File: config.mk
export PLATFORM = sky130hd
export DESIGN_NAME = pwm_timer
export DESIGN_NICKNAME = d
export VERILOG_FILES = /design/src/rtl/pwm_timer.sv
export SDC_FILE = /design/constraint.sdc
export NUM_CORES = 1
export LEC_CHECK = 0
export BUFFER_PORTS_ARGS = -buffer_cell sky130_fd_sc_hd__buf_2
export CORE_MARGIN = 5
export CORE_UTILIZATION = 50
export CTS_CLUSTER_DIAMETER = 100
export DETAILED_ROUTE_END_ITERATION = 12
export PLACE_DENSITY = 0.79
export SLEW_MARGIN = 20
export SYNTH_ARGS = -nofsm -noshare
export SYNTH_HDL_FRONTEND = slang
export SYNTH_SLANG_ARGS = --single-unit
File: constraint.sdc
create_clock -name clk -period 2.96 [get_ports clk]
set_input_delay 0.296 -clock clk [delete_from_list [all_inputs] [get_ports clk]]
set_output_delay 0.296 -clock clk [all_outputs]
set_load 0.03 [all_outputs]
File: src/rtl/pwm_timer.sv
module pwm_timer #(
  parameter int CW = 32
) (
  input  logic          clk,
  input  logic          rst_n,
  input  logic          ext_clk_in,
  input  logic          cfg_cont,
  input  logic          cfg_ext_sel,
  input  logic          cfg_out_dis,
  input  logic [CW-1:0] period_i,
  input  logic [CW-1:0] width_i,
  input  logic          start_i,
  input  logic          stop_i,
  input  logic          irq_clr_i,
  output logic          pwm_o,
  output logic          pwm_oe_o,
  output logic          irq_o,
  output logic          err_o,
  output logic          running_o,
  output logic [CW-1:0] count_o
);
  localparam logic [CW-1:0] ONE = CW'(1);

  logic [CW-1:0] per_q, wid_q, cnt_q;
  logic          cont_q, ext_q, run_q, irq_q, err_q;
  logic [2:0]    sync_q;

  wire ext_edge  = sync_q[1] & ~sync_q[2];
  wire tick      = run_q & ~stop_i & (ext_q ? ext_edge : 1'b1);
  wire cfg_bad   = (period_i == '0) || (width_i == '0) || (width_i >= period_i);
  wire wrap_evt  = tick & cont_q & (cnt_q == per_q);
  wire shot_evt  = tick & ~cont_q & (cnt_q == wid_q);
  wire do_start  = start_i & ~run_q & ~stop_i;

  always_ff @(posedge clk or negedge rst_n)
    if (!rst_n) sync_q <= '0;
    else        sync_q <= {sync_q[1:0], ext_clk_in};

  always_ff @(posedge clk or negedge rst_n) begin
    if (!rst_n) begin
      per_q  <= '0;
      wid_q  <= '0;
      cnt_q  <= '0;
      cont_q <= 1'b0;
      ext_q  <= 1'b0;
      run_q  <= 1'b0;
      err_q  <= 1'b0;
    end else if (stop_i) begin
      run_q <= 1'b0;
    end else if (do_start) begin
      if (cfg_bad) begin
        err_q <= 1'b1;
      end else begin
        err_q  <= 1'b0;
        run_q  <= 1'b1;
        cnt_q  <= '0;
        per_q  <= period_i;
        wid_q  <= width_i;
        cont_q <= cfg_cont;
        ext_q  <= cfg_ext_sel;
      end
    end else if (tick) begin
      if (shot_evt)      run_q <= 1'b0;
      else if (wrap_evt) cnt_q <= ONE;
      else               cnt_q <= cnt_q + ONE;
    end
  end

  always_ff @(posedge clk or negedge rst_n)
    if (!rst_n) irq_q <= 1'b0;
    else        irq_q <= wrap_evt | shot_evt | (irq_q & ~irq_clr_i);

  assign pwm_o     = run_q && (cnt_q != '0) && (cnt_q <= wid_q);
  assign pwm_oe_o  = ~cfg_out_dis;
  assign irq_o     = irq_q;
  assign err_o     = err_q;
  assign running_o = run_q;
  assign count_o   = cnt_q;

  AST_PWM_ONLY_RUNNING: assert property (@(posedge clk) disable iff (!rst_n)
    pwm_o |-> running_o);
  AST_COUNT_IN_PERIOD: assert property (@(posedge clk) disable iff (!rst_n)
    running_o |-> count_o <= per_q);
  AST_ERR_NOT_RUNNING: assert property (@(posedge clk) disable iff (!rst_n)
    $rose(err_o) |-> !running_o);
  AST_IRQ_STICKY: assert property (@(posedge clk) disable iff (!rst_n)
    irq_o && !irq_clr_i |=> irq_o);
  AST_STOP_HALTS: assert property (@(posedge clk) disable iff (!rst_n)
    stop_i |=> !running_o && $stable(count_o));
  AST_IDLE_HOLDS: assert property (@(posedge clk) disable iff (!rst_n)
    !running_o && !start_i |=> $stable(count_o));
endmodule

; ---- After elaboration in Yosys (flattened, before gate mapping)
; Index checks and enable logic that the tools add are counted.
[op_classes]
n_addsub = 1
magnitude_cmp = 2
eq_ne = 5
muxes = 12
bitwise = 19
n_reduce_logical = 14
[op_table]
columns = op, n
row1 = $mux W32, 5
row2 = $eq A32 B32 Y1, 2
row3 = $logic_not A32 Y1, 2
row4 = $add A32 B1 Y32 const B, 1
row5 = $ge A32 B32 Y1, 1
row6 = $le A32 B32 Y1, 1
row7 = $reduce_bool A32 Y1, 1
row8 = $and A1 B1 Y1, 10
row9 = $mux W1, 7
row10 = $not A1 Y1, 7
row11 = $reduce_and A3 Y1, 2
row12 = $reduce_bool A3 Y1, 2
row13 = $reduce_and A4 Y1, 1
row14 = $ne A3 B3 Y1 const B, 1
row15 = $logic_and A1 B1 Y1, 2
row16 = $logic_or A1 B1 Y1, 2
row17 = $ne A2 B1 Y1 const B, 1
row18 = $ne A2 B2 Y1 const B, 1
row19 = $or A1 B1 Y1, 2
row20 = $reduce_and A2 Y1, 1
row21 = $reduce_bool A2 Y1, 1
[word_totals]
reg_bits = 104
inputBits = 73
out_inout_bits = 37
wordCells = 62

; ---- Longest topological paths before layout
; Gate-level depths: netlist of run 1.
[depth]
word_depth = 10
depth_mapped = 12

; ---- Worst setup path before layout of run 1
; No wires, ideal clock.
[synth_path]
path_kind = input -> register
start = input period_i[25]
end = register cont_q
t_arrival_ns = 2.586
setup_slack_ns = 0.249
path_stages = 11
cell_sequence = inv_1 ha_1 a21o_1 nand3_1 a21oi_1 or4_4 a311o_1 or2_1 buf_6 buf_6 mux2_4
[synth_via]
elab_chain_len = 5
elab_cells_between_ends = 6
cone_classes = order compare: 1 / bitwise: 1 / reduce/logical: 4
[synth_lines]
columns = element, line
row1 = from (decl), 10  ; input logic [CW-1:0] period_i,
row2 = "parallel branches: the longest is 2 deep, another holds $ge A32 B32 Y1", n/a
row3 = $logic_or A1 B1 Y1 (*), 30  ; wire cfg_bad = (period_i == '0) || (width_i == '0) || (width_i >= period_i);
row4 = $not A1 Y1 (no source line) (*), n/a
row5 = $reduce_and A3 Y1 (no source line) (*), n/a
row6 = to (signal assigned), 59  ; cont_q <= cfg_cont;
row7 = to (decl), 25  ; logic cont_q, ext_q, run_q, irq_q, err_q;
; Every way passes the cells marked *.
; A chain may end at the register's enable or synchronous reset.

; ---- Worst setup path in the final report of run 1
[layout_path]
start = register cnt_q[17] (netlist: count_o[17])
end = output pwm_o
[layout_via]
elab_chain_len = 3
elab_cells_between_ends = 4
cone_classes = order compare: 1 / reduce/logical: 3
[layout_lines]
columns = element, line
row1 = from (decl), 24  ; logic [CW-1:0] per_q, wid_q, cnt_q;
row2 = from (signal assigned), 65  ; else cnt_q <= cnt_q + ONE;
row3 = "parallel branches: the longest is 2 deep, another holds $le A32 B32 Y1", n/a
row4 = $logic_and A1 B1 Y1 (*), 73  ; assign pwm_o = run_q && (cnt_q != '0) && (cnt_q <= wid_q);
row5 = to (decl), 15  ; output logic pwm_o,
; Marks and branches as above.

==> results of run 1 <==
[flip-flops by register name, summed over array words and instances (netlist names)]
signal     cells
ext_q          1
cont_q         1
sync_q         3
count_o       32
per_q         32
running_o      1
err_o          1
irq_o          1
wid_q         32
[worst max-delay path, stage by stage (launching register included)]
cell	delay, ps
dfrtp_1	440
ha_1	340
a21o_1	190
a21o_1	170
a21oi_1	170
nor2_1	90
nor4bb_4	310
o221ai_2	180
a21oi_2	170
buf_4	180
[worst paths after layout]
| check | slack [ps] | to | startpoint |
|---|---|---|---|
| hold / removal | 10 | count_o[21] | rst_n |
| setup / recovery | 60 | pwm_o | count_o[17] |
| min in group clk | 40 | sync_q[0] | ext_clk_in |
| hold reg to reg | 370 | sync_q[1] | sync_q[0] |
| setup reg to reg | 150 | count_o[12] | count_o[6] |
| max in group asynchronous | 2120 | per_q[24] | rst_n |
[synthesized netlist by cell type, types with 8 or more instances]
cell type	n	share of area (%)
mux2_4	34	7.1
nand3_1	17	1.2
buf_6	8	1.2
a21oi_1	25	1.7
inv_1	88	4.6
a31o_2	11	1.3
a2bb2oi_1	8	0.97
nand2_1	47	2.4
ha_1	66	11
clkbuf_1	30	1.6
nor2_1	33	1.7
nor3_1	13	0.90
o21ai_0	62	4.3
nor4_1	33	2.9
nand4_1	27	2.3
dfrtp_1	104	36
o2bb2ai_1	11	1.3
o21ai_2	30	3.6
xor2_1	27	3.3
[metrics by stage]
step	power [mW]	setup slack, ps	hold WS [ps]
finish	5.29	59.3	14.1
global route	5.57	4.72	35.5
CTS	5.25	10.5	32.2
detailed placement	3.92	35.1	350
global placement	3.84	131	333
floorplan	3.25	249	0.409
[logic make-up after synthesis]
group / after synthesis / share of synthesized area (%)
adders and majority gates: 66 / 11.4
buffers and inverters: 132 / 7.84
AOI/OAI and AO/OA: 182 / 17.3
and+or+nand+nor: 219 / 16.4
xor gates and xnor gates: 31 / 3.76
DFF: 104 / 36.1
muxes: 35 / 7.23
[power groups by stage]
stage	Combinational, mW	Sequential, mW	Clock, mW
6_report	1.98	2.01	1.30
5_1_grt	2.19	2.03	1.35
4_1_cts	1.96	1.99	1.29
3_5_place_dp	1.90	2.02	0
3_3_place_gp	1.83	2.01	0
2_1_floorplan	1.21	2.04	0
[metal layers]
layer / vias to the layer above / global-route usage (%) / routed length [um]
li1: 3032 / - / -
met1: 3070 / 35.8 / 9100
met2: 293 / 43.0 / 10300
met3: 52 / 4.01 / 1650
met4: 0 / 8.74 / 585
met5: - / 0 / 0
[area by class of cell]
| type | count | area, um^2 | area share, % |
|---|---|---|---|
| clock buffer | 9 | 225 | 2.62 |
| tap | 180 | 225 | 2.62 |
| timing repair buffer | 165 | 1020 | 11.9 |
| multi-input combinational | 533 | 4100 | 47.7 |
| clock inverter | 7 | 85.1 | 0.990 |
| inverter | 88 | 330 | 3.84 |
| sequential | 104 | 2610 | 30.3 |
[what timing repair did]
| item | CTS | global route |
|---|---|---|
| buffers inserted | 1 | 0 |
| endpoints found under the hold margin | 0 | 0 |
| pin swaps | 4 | 0 |
| resized for setup | 8 | 4 |
| setup endpoints to repair | 1 | 13 |
==> results.cfg, run 1 <==
[final_layout]
syn_to_final_growth_pct = 19.2
utilization_pct = 61.4
nFillCells = 1168
layout.nets = 1040
diodes = 0
layout_commonest_cell = buf_2
fin_cells = 1086
mostFrequentLayoutCells = buf_2 (107), dfrtp_1 (102), inv_1 (88), ha_1 (65), o21ai_0 (61)
drive_gt1_share_pct = 29.9
stdcell_area_um2 = 8600

[yosys]
ys.flop_type = dfrtp_1
synth_area_per_cell_um2 = 9.38
synth_edf_count = 0
ys_seq_elements = 104
synthArstFlopShare_pct = 100
yosysWarnings = 0
ys_seq_area_share_pct = 36.1
netlist_area_um2 = 7210
syn-instance-count = 769
synth_nets = 908
synth.distinct_cells = 53

[power_and_ir_drop]
seqPwrFrac_pct = 38.0
leakage_nw = 4.24
ir_drop_v = 0.000293
internal_power_mw = 3.31
power_switching_mw = 1.98
switching_share_pct = 37.5
clkPwrFrac_pct = 24.6
powerDensity_nw_per_um2 = 615
pwr-share-comb_pct = 37.4

[worst_setup_path]
critical_path_arrival_ps = 2600
crit_type = reg2out
start_kind = flip-flop
r2r_cells = 10
end_kind = primary output
cp_max_fo = 3
required_ps = 2660

[floorplan]
die_x_um = 130
io_pins = 110
rows = 43
dieArea_um2 = 16900
core_um2 = 14000
die_h_um = 130
initial_utilization_pct = 51.6

[grt]
antenna_found_initial = 0
grtUsageTotal_pct = 26.3
grt_max_degree = 62
grt-ovfl-total = 0
grt_first_pass_wirelength_um = 34300
grt_pass1_vias = 6373

[sta]
fin_crit_ps = 2900
max_freq_mhz = 345
worst_pin_slew_ps = 850
slew_headroom_pct = 43.3
post-route-period-util_pct = 98.0
finalSetupViolCount = 0
rsz0062_at_grt = false
final-max-slew-violation-count = 0
finalClockSkew_ps = 14.4
tns_ps = 0
finalHoldViolCount = 0

[cts]
cts_buffer_depth = 2
htreeDepth = 3
path_clk_slew_ps = 80
cts_hold_repair.buffers = 0
cts_sinks = 104
cts_tree = built
root_buffer = clkbuf_16
cts_made_buffers = 9
clock_latency_ps = 370

[routing]
routed_via_density = 5.94
wire_per_inst_um = 19.9
finalWirelength_um = 21700
drtAntennaViolNets = 0
drc_errors = 0
dr.pass1.iters = 5
first_iter_violations = 614
vias = 6447

[place]
placed_area_um2 = 8220
portBuffers = 109
hpwl_um = 16600
dp_cells = 1069
gp_congestion = 0.895

[worst_hold_path]
hp-class = in2async

[job]
maxCapViolCount = 0

[status]
status = finished, final reports clean
Note: power is estimated with default switching activity, not from simulation.
==> run 2, diff against run 1 <==
==> constraint.sdc (replaced) <==
create_clock -name clk -period 3 [get_ports clk]
set_input_delay 0.3 -clock clk [delete_from_list [all_inputs] [get_ports clk]]
set_output_delay 0.3 -clock clk [all_outputs]
set_load 0.03 [all_outputs]
==> results.cfg, run 2 (synthesis gave the netlist of run 1 again) <==
[worst_setup_path]
end_kind = primary output
crit_type = reg2out
critical_path.cell_chain = inv_1, ha_1, a21o_1, a21o_1, a21oi_1, nor2_1, nor4bb_2, o221ai_1, a21oi_2, buf_4
start_kind = flip-flop
cp_top_family = compound AO/OA/AOI/OAI gates
cp_max_fo = 2
cpMaxStageDelayCell = dfrtp_1
required_ps = 2700
crit_buf_inv = 2
path_common_cell = a21o_1
critical_path_arrival_ps = 2600
max_stage_delay_ps = 390

[grt]
grt_max_degree = 79
grt_pass1_vias = 6587
grt_first_pass_wirelength_um = 35100
grtUsageTotal_pct = 26.8
antenna_found_initial = 0
grt-ovfl-total = 0

[routing]
finalWirelength_um = 21800
wire_per_inst_um = 20.1
drc_errors = 0
vias = 6567
first_iter_violations = 671
routed_via_density = 6.06
drtAntennaViolNets = 0
dr.pass1.iters = 5

[cts]
root_buffer = clkbuf_16
htreeDepth = 3
cts_tree = built
cts_sinks = 104
cts_made_buffers = 9
clock_latency_ps = 350
path_clk_slew_ps = 70
cts_buffer_depth = 2

[final_layout]
nFillCells = 1183
multi_input_area_um2 = 4070
drive_gt1_share_pct = 29.2
diodes = 0
layout_commonest_cell = buf_2
register_area_um2 = 2600
syn_to_final_growth_pct = 18.3
biggestRegsByFlops = count_o x32, per_q x32, wid_q x32
mostFrequentLayoutCells = buf_2 (107), dfrtp_1 (103), inv_1 (88), ha_1 (66), o21ai_0 (60)
layout.nets = 1039

[floorplan]
initial_utilization_pct = 51.6
core_um2 = 14000
dieArea_um2 = 16900
die_h_um = 130
rows = 43
io_pins = 110
die_x_um = 130

[place]
portBuffers = 109
dp_slack_ps = 106
hpwl_um = 17100
gp_congestion = 0.905

[sta]
rsz0062_at_grt = false
whs_ps = -38.6
finalWorstSetupSlack_ps = 103
fin_crit_ps = 2900
tns_ps = 0
finalHoldViolCount = 8
post-route-period-util_pct = 96.6
finalClockSkew_ps = 6.68
max_freq_mhz = 345
slew_headroom_pct = 49.1
worst_pin_slew_ps = 763
final-max-slew-violation-count = 0
finalSetupViolCount = 0

[power_and_ir_drop]
total_power_mw = 5.11
powerDensity_nw_per_um2 = 599
leakage_nw = 4.20
ir_drop_v = 0.000401

[status]
violations = hold timing
status = complete, but fails checks

[worst_hold_path]
hp-class = in2async

[job]
maxCapViolCount = 0
-- run 2: changes by cell type in the layout (fill, tap and decap cells not counted), moves of 2 or more --
cell      previous run  this run
buf_4               54        52
inv_6                3         0
clkbuf_1             0         2
clkinv_4             2         0
-- run 2: path summary, 6_finish.rpt --
path | from | end | slack (ps) | cells after the start
hold reg to reg | sync_q[0] | sync_q[1] | 370 | 0
hold / removal | rst_n | count_o[21] | -40 | 1
setup reg to reg | count_o[1] | count_o[13] | 190 | 11
max in group asynchronous | rst_n | wid_q[20] | 2290 | 2
min in group clk | ext_clk_in | sync_q[0] | 50 | 1
setup / recovery | wid_q[17] | pwm_o | 100 | 10
-- run 2: cell type report --
cell class	instances	area share [%]
Tap cell	180	2.64
Multi-Input combinational cell	533	47.7
Inverter	88	3.87
Sequential cell	104	30.5
Timing Repair Buffer	164	11.9
Clock buffer	12	2.89
Clock inverter	3	0.499
-- run 2: per-layer routing --
layer  GRT usage, %  part of all wire (%)
met1           36.1                    42
met2           44.1                    47
met3           3.64                   7.5
met4           10.6                   3.5
met5              0                     0
-- run 2: where the power goes --
part	internal (mW)	leakage, nW	switching [mW]
clock	0.666	0.139	0.532
sequential	1.71	1.18	0.281
combinational	0.874	2.89	1.05
-- run 2: timing repair --
item,CTS,global route
hold buffers,0,0
setup endpoints to repair,1,2
resized for setup,6,2
pin swaps,3,1
buffers inserted,1,0
-- run 2: through the flow --
step	hold WS [ps]	cell area, um^2	instances	utilization (%)
3_5_place_dp	351	8210	1068	58.7
5_1_grt	34.4	8530	1084	61.0
4_1_cts	50.2	8520	1084	60.9
2_1_floorplan	4.41	7210	769	-
3_3_place_gp	334	8210	1068	58.7
6_report	-38.6	8530	1084	61.0
